<file path="src/rtl/rxs_pkg.sv">
package rxs_pkg;
  localparam int WORD_W  = 16;
  localparam int CHAR_W  = 8;
  localparam int LINE_W  = 4;
  localparam int IE_BIT  = 6;

  localparam logic [1:0] ADDR_CTRL  = 2'd0;
  localparam logic [1:0] ADDR_NEXT  = 2'd1;
  localparam logic [1:0] ADDR_ALARM = 2'd2;

  // Stored entry: read word bits 14:0 in order
  typedef struct packed {
    logic              oerr;
    logic              ferr;
    logic              perr;
    logic [LINE_W-1:0] line;
    logic [CHAR_W-1:0] ch;
  } rxs_entry_t;

  localparam int ENTRY_W = $bits(rxs_entry_t);
endpackage

</file>
<file path="src/rtl/rxs_capture.sv">
module rxs_capture
  import rxs_pkg::*;
#(
  parameter int NUM_LINES = 16
) (
  input  logic                          clk,
  input  logic                          rst,
  input  logic [NUM_LINES-1:0]          stb,
  input  logic [NUM_LINES*CHAR_W-1:0]   data,
  input  logic [NUM_LINES-1:0]          perr,
  input  logic [NUM_LINES-1:0]          ferr,
  input  logic [NUM_LINES-1:0]          oerr,
  input  logic [NUM_LINES-1:0]          grant,
  output logic [NUM_LINES-1:0]          pending,
  output rxs_entry_t [NUM_LINES-1:0]    held
);
  for (genvar i = 0; i < NUM_LINES; i++) begin : g_line
    localparam logic [LINE_W-1:0] LINE_ID = LINE_W'(i);
    always_ff @(posedge clk) begin
      if (rst) begin
        pending[i] <= 1'b0;
        held[i]    <= '0;
      end else if (stb[i] && (!pending[i] || grant[i])) begin
        pending[i]   <= 1'b1;
        held[i].ch   <= data[i*CHAR_W +: CHAR_W];
        held[i].line <= LINE_ID;
        held[i].perr <= perr[i];
        held[i].ferr <= ferr[i];
        held[i].oerr <= oerr[i];
      end else if (stb[i]) begin
        // still waiting: drop new character, mark the waiting one
        held[i].oerr <= 1'b1;
      end else if (grant[i]) begin
        pending[i] <= 1'b0;
      end
    end
  end
endmodule

</file>
<file path="src/rtl/rxs_arbiter.sv">
module rxs_arbiter
  import rxs_pkg::*;
#(
  parameter int NUM_LINES = 16
) (
  input  logic [NUM_LINES-1:0]       pending,
  input  rxs_entry_t [NUM_LINES-1:0] held,
  output logic [NUM_LINES-1:0]       grant,
  output rxs_entry_t                 sel,
  output logic                       any
);
  always_comb begin
    grant = '0;
    sel   = '0;
    any   = 1'b0;
    for (int i = 0; i < NUM_LINES; i++) begin
      if (pending[i] && !any) begin
        grant[i] = 1'b1;
        sel      = held[i];
        any      = 1'b1;
      end
    end
  end
endmodule

</file>
<file path="src/rtl/rxs_fifo.sv">
module rxs_fifo #(
  parameter int WIDTH = 15,
  parameter int DEPTH = 64,
  localparam int PW   = $clog2(DEPTH),
  localparam int CW   = $clog2(DEPTH + 1)
) (
  input  logic             clk,
  input  logic             rst,
  input  logic             push,
  input  logic [WIDTH-1:0] din,
  input  logic             pop,
  output logic [WIDTH-1:0] dout,
  output logic             push_ok,
  output logic [CW-1:0]    count,
  output logic             full,
  output logic             empty
);
  logic [WIDTH-1:0] mem [DEPTH];
  logic [PW-1:0]    wr_ptr, rd_ptr;
  logic             pop_ok;

  assign full    = (count == CW'(DEPTH));
  assign empty   = (count == '0);
  assign push_ok = push && !full;
  assign pop_ok  = pop && !empty;

  function automatic logic [PW-1:0] step(input logic [PW-1:0] p);
    return (p == PW'(DEPTH - 1)) ? '0 : p + 1'b1;
  endfunction

  always_ff @(posedge clk) begin
    if (push_ok) mem[wr_ptr] <= din;
  end

  always_ff @(posedge clk) begin
    if (pop_ok) dout <= mem[rd_ptr];
  end

  always_ff @(posedge clk) begin
    if (rst) begin
      wr_ptr <= '0;
      rd_ptr <= '0;
      count  <= '0;
    end else begin
      if (push_ok) wr_ptr <= step(wr_ptr);
      if (pop_ok)  rd_ptr <= step(rd_ptr);
      case ({push_ok, pop_ok})
        2'b10:   count <= count + 1'b1;
        2'b01:   count <= count - 1'b1;
        default: count <= count;
      endcase
    end
  end
endmodule

</file>
<file path="src/rtl/rxs_regs.sv">
module rxs_regs
  import rxs_pkg::*;
#(
  parameter int CW = 7
) (
  input  logic              clk,
  input  logic              rst,
  input  logic              reg_wr,
  input  logic              reg_rd,
  input  logic [1:0]        reg_addr,
  input  logic [WORD_W-1:0] reg_wdata,
  input  rxs_entry_t        head,
  input  logic              empty,
  input  logic [CW-1:0]     count,
  output logic              pop,
  output logic              ie,
  output logic [CW-1:0]     alarm,
  output logic [WORD_W-1:0] reg_rdata,
  output logic              irq
);
  logic              sel_next_q;
  logic              valid_q;
  logic [WORD_W-1:0] misc_q;

  assign pop = reg_rd && (reg_addr == ADDR_NEXT) && !empty;

  always_ff @(posedge clk) begin
    if (rst) begin
      ie    <= 1'b0;
      alarm <= '0;
    end else if (reg_wr) begin
      if (reg_addr == ADDR_CTRL)  ie    <= reg_wdata[IE_BIT];
      if (reg_addr == ADDR_ALARM) alarm <= reg_wdata[CW-1:0];
    end
  end

  always_ff @(posedge clk) begin
    if (rst) begin
      sel_next_q <= 1'b0;
      valid_q    <= 1'b0;
      misc_q     <= '0;
    end else if (reg_rd) begin
      sel_next_q <= (reg_addr == ADDR_NEXT);
      valid_q    <= !empty;
      case (reg_addr)
        ADDR_CTRL:  misc_q <= WORD_W'({ie, IE_BIT'(0)});
        ADDR_ALARM: misc_q <= WORD_W'(alarm);
        default:    misc_q <= '0;
      endcase
    end
  end

  always_comb begin
    if (!sel_next_q)  reg_rdata = misc_q;
    else if (valid_q) reg_rdata = {1'b1, head};
    else              reg_rdata = '0;
  end

  always_ff @(posedge clk) begin
    if (rst) irq <= 1'b0;
    else     irq <= ie && (count > alarm);
  end
endmodule

</file>
<file path="src/rtl/rxs_silo.sv">
module rxs_silo
  import rxs_pkg::*;
#(
  parameter int NUM_LINES = 16,
  parameter int DEPTH     = 64,
  localparam int CW       = $clog2(DEPTH + 1)
) (
  input  logic                          clk,
  input  logic                          rst,
  input  logic [NUM_LINES-1:0]          line_stb,
  input  logic [NUM_LINES*CHAR_W-1:0]   line_data,
  input  logic [NUM_LINES-1:0]          line_perr,
  input  logic [NUM_LINES-1:0]          line_ferr,
  input  logic [NUM_LINES-1:0]          line_oerr,
  input  logic                          reg_wr,
  input  logic                          reg_rd,
  input  logic [1:0]                    reg_addr,
  input  logic [WORD_W-1:0]             reg_wdata,
  output logic [WORD_W-1:0]             reg_rdata,
  output logic                          irq
);
  logic [NUM_LINES-1:0]       pending, grant;
  rxs_entry_t [NUM_LINES-1:0] held;
  rxs_entry_t                 sel, store, head;
  logic                       any, push_ok, full, empty, pop, ie;
  logic [CW-1:0]              count, alarm;
  logic                       lost_q;

  rxs_capture #(.NUM_LINES(NUM_LINES)) u_capture (
    .clk(clk), .rst(rst), .stb(line_stb), .data(line_data),
    .perr(line_perr), .ferr(line_ferr), .oerr(line_oerr),
    .grant(grant), .pending(pending), .held(held)
  );

  rxs_arbiter #(.NUM_LINES(NUM_LINES)) u_arb (
    .pending(pending), .held(held), .grant(grant), .sel(sel), .any(any)
  );

  always_comb begin
    store      = sel;
    store.oerr = sel.oerr | lost_q;
  end

  // a character was dropped at full capacity: mark the next stored one
  always_ff @(posedge clk) begin
    if (rst)              lost_q <= 1'b0;
    else if (any && full) lost_q <= 1'b1;
    else if (push_ok)     lost_q <= 1'b0;
  end

  rxs_fifo #(.WIDTH(ENTRY_W), .DEPTH(DEPTH)) u_fifo (
    .clk(clk), .rst(rst), .push(any), .din(store), .pop(pop),
    .dout(head), .push_ok(push_ok), .count(count), .full(full), .empty(empty)
  );

  rxs_regs #(.CW(CW)) u_regs (
    .clk(clk), .rst(rst), .reg_wr(reg_wr), .reg_rd(reg_rd),
    .reg_addr(reg_addr), .reg_wdata(reg_wdata), .head(head),
    .empty(empty), .count(count), .pop(pop), .ie(ie), .alarm(alarm),
    .reg_rdata(reg_rdata), .irq(irq)
  );
endmodule

</file>
<file path="config.mk">
export PLATFORM = sky130hd
export DESIGN_NAME = rxs_silo
export DESIGN_NICKNAME = d
export VERILOG_FILES = /design/src/rtl/rxs_pkg.sv /design/src/rtl/rxs_capture.sv /design/src/rtl/rxs_arbiter.sv /design/src/rtl/rxs_fifo.sv /design/src/rtl/rxs_regs.sv /design/src/rtl/rxs_silo.sv
export SDC_FILE = /design/constraint.sdc
export NUM_CORES = 2
export LEC_CHECK = 0
export BUFFER_PORTS_ARGS = -buffer_cell sky130_fd_sc_hd__buf_4
export CORE_MARGIN = 2
export CORE_UTILIZATION = 66
export CTS_CLUSTER_DIAMETER = 100
export DETAILED_ROUTE_END_ITERATION = 8
export PLACE_DENSITY = 0.85
export SLEW_MARGIN = 10
export SYNTH_ARGS = -nofsm -noshare
export SYNTH_HDL_FRONTEND = slang
export SYNTH_SLANG_ARGS = --single-unit
</file>
<file path="constraint.sdc">
create_clock -name clk -period 10.3 [get_ports clk]
set_clock_uncertainty 0.15 [all_clocks]
set_input_delay 1.03 -clock clk [delete_from_list [all_inputs] [get_ports clk]]
set_output_delay 1.03 -clock clk [all_outputs]
set_load 0.01 [all_outputs]
</file>
==> Word-level counts from Yosys, hierarchy flattened <==
Memories as Yosys holds them, arrays and structs flattened. A register that Yosys moved wholly into a read port is not among the register bits.
Cells that the tools add are included.
{ "totals": {"memories": 1, "ram_bits": 960, "rom_bits": 0, "latchBits": 0, "regBits": 254, "wordCells": 412, "out_inout_bits": 17} }
{ "mem_list": {"columns": ["memory", "words", "width", "read_ports", "rd_ports_with_merged_regs", "wr", "line", "source"], "rows": [
  ["u_fifo.mem", 64, 15, 1, 1, 1, "rxs_fifo.sv:18", "logic [WIDTH-1:0] mem [DEPTH];"]
]} }
{ "op_classes": {"n_reduce_logical": 140, "n_lt_le_gt_ge": 1, "n_shift": 0, "div": 0, "n_eq_ne": 23, "add_sub_neg": 4, "bitwise_logic": 1, "muxes": 137, "mul": 0} }
{ "op_table": {"columns": ["op", "n"], "rows": [
  ["$mux W15", 16],
  ["$mux W1", 115],
  ["$reduce_bool A2 Y1", 34],
  ["$logic_and A1 B1 Y1", 37],
  ["$reduce_and A2 Y1", 18],
  ["$logic_not A1 Y1", 33],
  ["$mux W16", 2],
  ["$ne A2 B1 Y1 const B", 16],
  ["$pmux W7 S2", 2],
  ["$logic_or A1 B1 Y1", 16],
  ["$add A6 B1 Y6 const B", 2],
  ["$eq A6 B6 Y1 const B", 2],
  ["$mux W6", 2],
  ["$add A7 B1 Y7 const B", 1],
  ["$eq A7 B7 Y1 const B", 1],
  ["$gt A7 B7 Y1", 1],
  ["$logic_not A7 Y1", 1],
  ["$sub A7 B1 Y7 const B", 1],
  ["$eq A2 B1 Y1 const B", 2],
  ["$eq A2 B2 Y1 const B", 2],
  ["$logic_not A2 Y1", 1],
  ["$or A1 B1 Y1", 1]
]} }

==> Depth between registers and ports, before layout <==
{ "depth": {"word_depth": 50, "ltp_mapped": 14, "ltp_nobuf": 11} }

==> Modules after synthesis <==
Synthesis repeated with hierarchy kept, for this count alone.
{ "unflattened": {"hier_cells": 3182, "area_unflattened_um2": 51156.6} }
{ "modules_own_cells": {"columns": ["module", "n_inst", "area_each_um2", "cells_per_inst"], "rows": [
  ["rxs_fifo", 1, 38141.6, 1749],
  ["rxs_capture", 1, 9449.1, 921],
  ["rxs_arbiter", 1, 2452.4, 372],
  ["rxs_regs", 1, 1068.5, 135],
  ["rxs_silo", 1, 45.0, 5]
]} }

==> Worst setup path after synthesis <==
No wires, ideal clock.
{ "synth_path": {"path_kind": "register to register", "startpoint": "reg u_capture.pending[9]", "endpoint": "mem u_fifo.mem[0][8] (data pin)", "n_path_buf": 1, "period_less_slack_ps": 6612, "path_stages_with_launch": 5, "arrival_time_ps": 5454, "path_slack_ps": 3688, "cell_sequence": "dfxtp_1 -> buf_2 -> nor4_1 -> nand3_2 -> o311ai_0"} }
{ "synth_lines": {"columns": ["item", "line", "source"], "rows": [
  ["start, declared", "rxs_capture.sv:14", "output logic [NUM_LINES-1:0] pending,"],
  ["start signal, assigned by index", "rxs_capture.sv:21", "pending[i] <= 1'b0;"],
  ["start signal, assigned by index", "rxs_capture.sv:24", "pending[i] <= 1'b1;"],
  ["start signal, assigned by index", "rxs_capture.sv:34", "pending[i] <= 1'b0;"],
  ["end, declared", "rxs_fifo.sv:18", null]
]} }

==> metrics <==
mean area per synthesized cell 15.8 sq um; Die ar. 75,300 sq um; Post-CTS Hold Fix Bufs 0; status complete, no violations; CP max-delay cell dfxtp_4; dominant cell type by area after synthesis edfxtp_1; most frequent cell on the critical path buf_4; GP Congestion 0.951; crit end category register; Yosys top cell area share 60.7%; synthesized flop and latch total 1,220; syn_nets 3,276; Netlist cell types between 70 and 80; Final #Nets about 3,500; most frequent cells in the layout edfxtp_1, buf_4, nand2_1, dfxtp_1, mux4_2; Leakage 18.4 nW; DRT Wirelength 134,000 microns; fmax 199 MHz; vias in the first global route between 30,000 and 40,000; Die X 274 microns; Worst Setup Start Kind register; commonest non-fill, non-tap cell in the layout edfxtp_1; critical path class reg2reg; CTS H-Tree Depth 3; Hold Fails Final Rpt 0; CP Cell Sequence buf_4 -> buf_4 -> mux4_2 -> a22o_1 -> a221oi_1 -> o221ai_1; Register Area 34,200 sq um; Overflow after GRT 0; Setup Fix Bufs, Post-CTS 0; post-route minimum period 5.04 ns; maximum number of pins on one net before global-route repair 173; Final HPWL DP 75,800 microns; antenna violations before repair 1; first-pass GRT wire length 196,000 microns; Slew headroom 11.5%; Pre-antenna DRT Iters 8; Crit Path Max Fanout 53; CTS max path bufs 3; post-synthesis sequential area ratio a little over two thirds; CTS Sinks 1,220; maximum VDD drop between 0.0002 and 0.00025 V; Slew Limit Fails 0; GRT Util Overall a little over a third; input/output buffers 221; Finished Layout Cells 4,323; starting density of the core around two thirds; # diodes 0; Post-route DRC 0; share of layout cells above drive strength 1 23.0%; critical path data required time 10.46 ns; setup TNS 0 ns; Placed Cells 4,116; mapped cell area 48,300 sq um; Post-synth top flop edfxtp_1; critical path's largest stage delay 1.11 ns; CTS tree done; post-cts repair resize count 0; crit path DAT roughly 5.2 ns; Site Rows 99; post-route ant nets 0; CTS clk-pin slew, worst paths 0.07 ns; yosys warns 0; power density over the cells about 190 nW/um^2; min-delay worst type reg2reg; vias per cell 7.04; worst skew pair latency 0.72 ns; area of the multi-input gates 13,300 sq um; TritonCTS Buffers 114; wire per inst a little over 30 microns; Setup violations, final 0; Clk Tree Root Cell clkbuf_16; Slew @ Worst Pin between 1 and 1.5 ns; RSZ-0062 raised after global routing false; Mapped Cells 3,046; Fill cells 3,936; Post-synth ARST share 0%; via count 30,400; die height 274 microns; Post-synth EDFFs around 1,000; top cells by area, synth edfxtp_1, mux4_2, dfxtp_1; P&R area growth vs syn 13.5%; Core Area 72,700 sq um; final period utilization approximately 49%; total I/O pin count about 230; initial DRC count 4,293; max_cap viols 0
[state kept, by name, indices dropped and copies added (netlist names)]
name,flops
u_regs.misc_q,7
u_fifo.count,7
u_fifo.mem,960
u_regs.valid_q,1
u_regs.ie,1
u_regs.sel_next_q,1
u_regs.irq,1
u_fifo.wr_ptr,6
u_fifo.rd_ptr,6
u_fifo.dout,15
u_regs.alarm,7
u_capture.held,191
u_capture.pending,16
lost_q,1
[final cells by class]
class	instances	area share, %
clock inverter	62	1.08
multi-input combinational	1586	24.3
timing repair buffer	311	4.29
clock buffer	145	5.53
inverter	40	0.274
tap	959	2.19
sequential	1220	62.4
[power breakdown]
| part | switching, mW | internal, mW |
|---|---|---|
| Sequential | 0.0769 | 5.51 |
| Combinational | 0.509 | 0.258 |
| Clock | 1.86 | 2.26 |
[stage by stage]
step                      power, mW  setup WS [ns]  utilization (%)  hold WS [ns]  instance area, sq um
final                          10.5           5.26             75.4         0.303                 54800
after CTS                      10.5           5.23             75.3         0.300                 54800
after detailed placement       6.42           5.39             70.4         0.294                 51200
after global placement         6.37           5.53             70.4         0.285                 51200
after floorplan                6.10           3.69                -         0.276                 48300
after global routing           10.7           4.95             75.4         0.321                 54800
[metal layers]
layer  vias to the layer above  GRT usage, %  wire length (microns)
li1                      12400             -                      -
met1                     15200          47.7                  46600
met2                      2420          59.1                  66100
met3                       412          6.80                  14700
met4                         2          15.1                   6420
met5                         -             0                     11
[logic make-up after synthesis]
kind of cell / after synthesis / share of synthesized area, %
buffers and inverters: 240 / 2.01
XOR/XNOR: 12 / 0.218
multiplexers: 299 / 12.4
adder cells (fa/ha/maj): 16 / 0.430
AO/OA/AOI/OAI: 532 / 7.50
AND/OR/NAND/NOR: 727 / 6.61
flip-flops: 1220 / 70.8
[path summary, 6_finish.rpt]
kind         slack, ns             endpoint                 from  cells after the start
max reg2reg       5.26       u_fifo.dout[3]     u_fifo.rd_ptr[0]                      6
min reg2reg       0.30  u_capture.held[219]  u_capture.held[219]                      2
min               0.30  u_capture.held[219]  u_capture.held[219]                      2
max               5.26       u_fifo.dout[3]     u_fifo.rd_ptr[0]                      6
[cells in the mapped netlist (15+ instances only)]
master    number
a22oi_1       89
nor3_1        17
mux2i_1       58
a21oi_1      207
nor2_1       212
inv_1         40
clkbuf_1     142
mux4_2       240
nand2_1      305
o221ai_1      15
o21ai_0       39
ha_1          15
dfxtp_1      245
nand3_1       83
a221oi_1      40
a22o_1        37
buf_1         28
nor2b_1       20
buf_2         25
o221a_2       15
nand2b_1      20
edfxtp_1     975
[critical path: cells and delay by family (launching register included)]
family	cells	cell delay [ns]
AOI/OAI and AO/OA	3	1.22
DFF	1	1.11
buffers and inverters	2	1.47
muxes	1	0.61
Power figures use the tool's default switching activity.
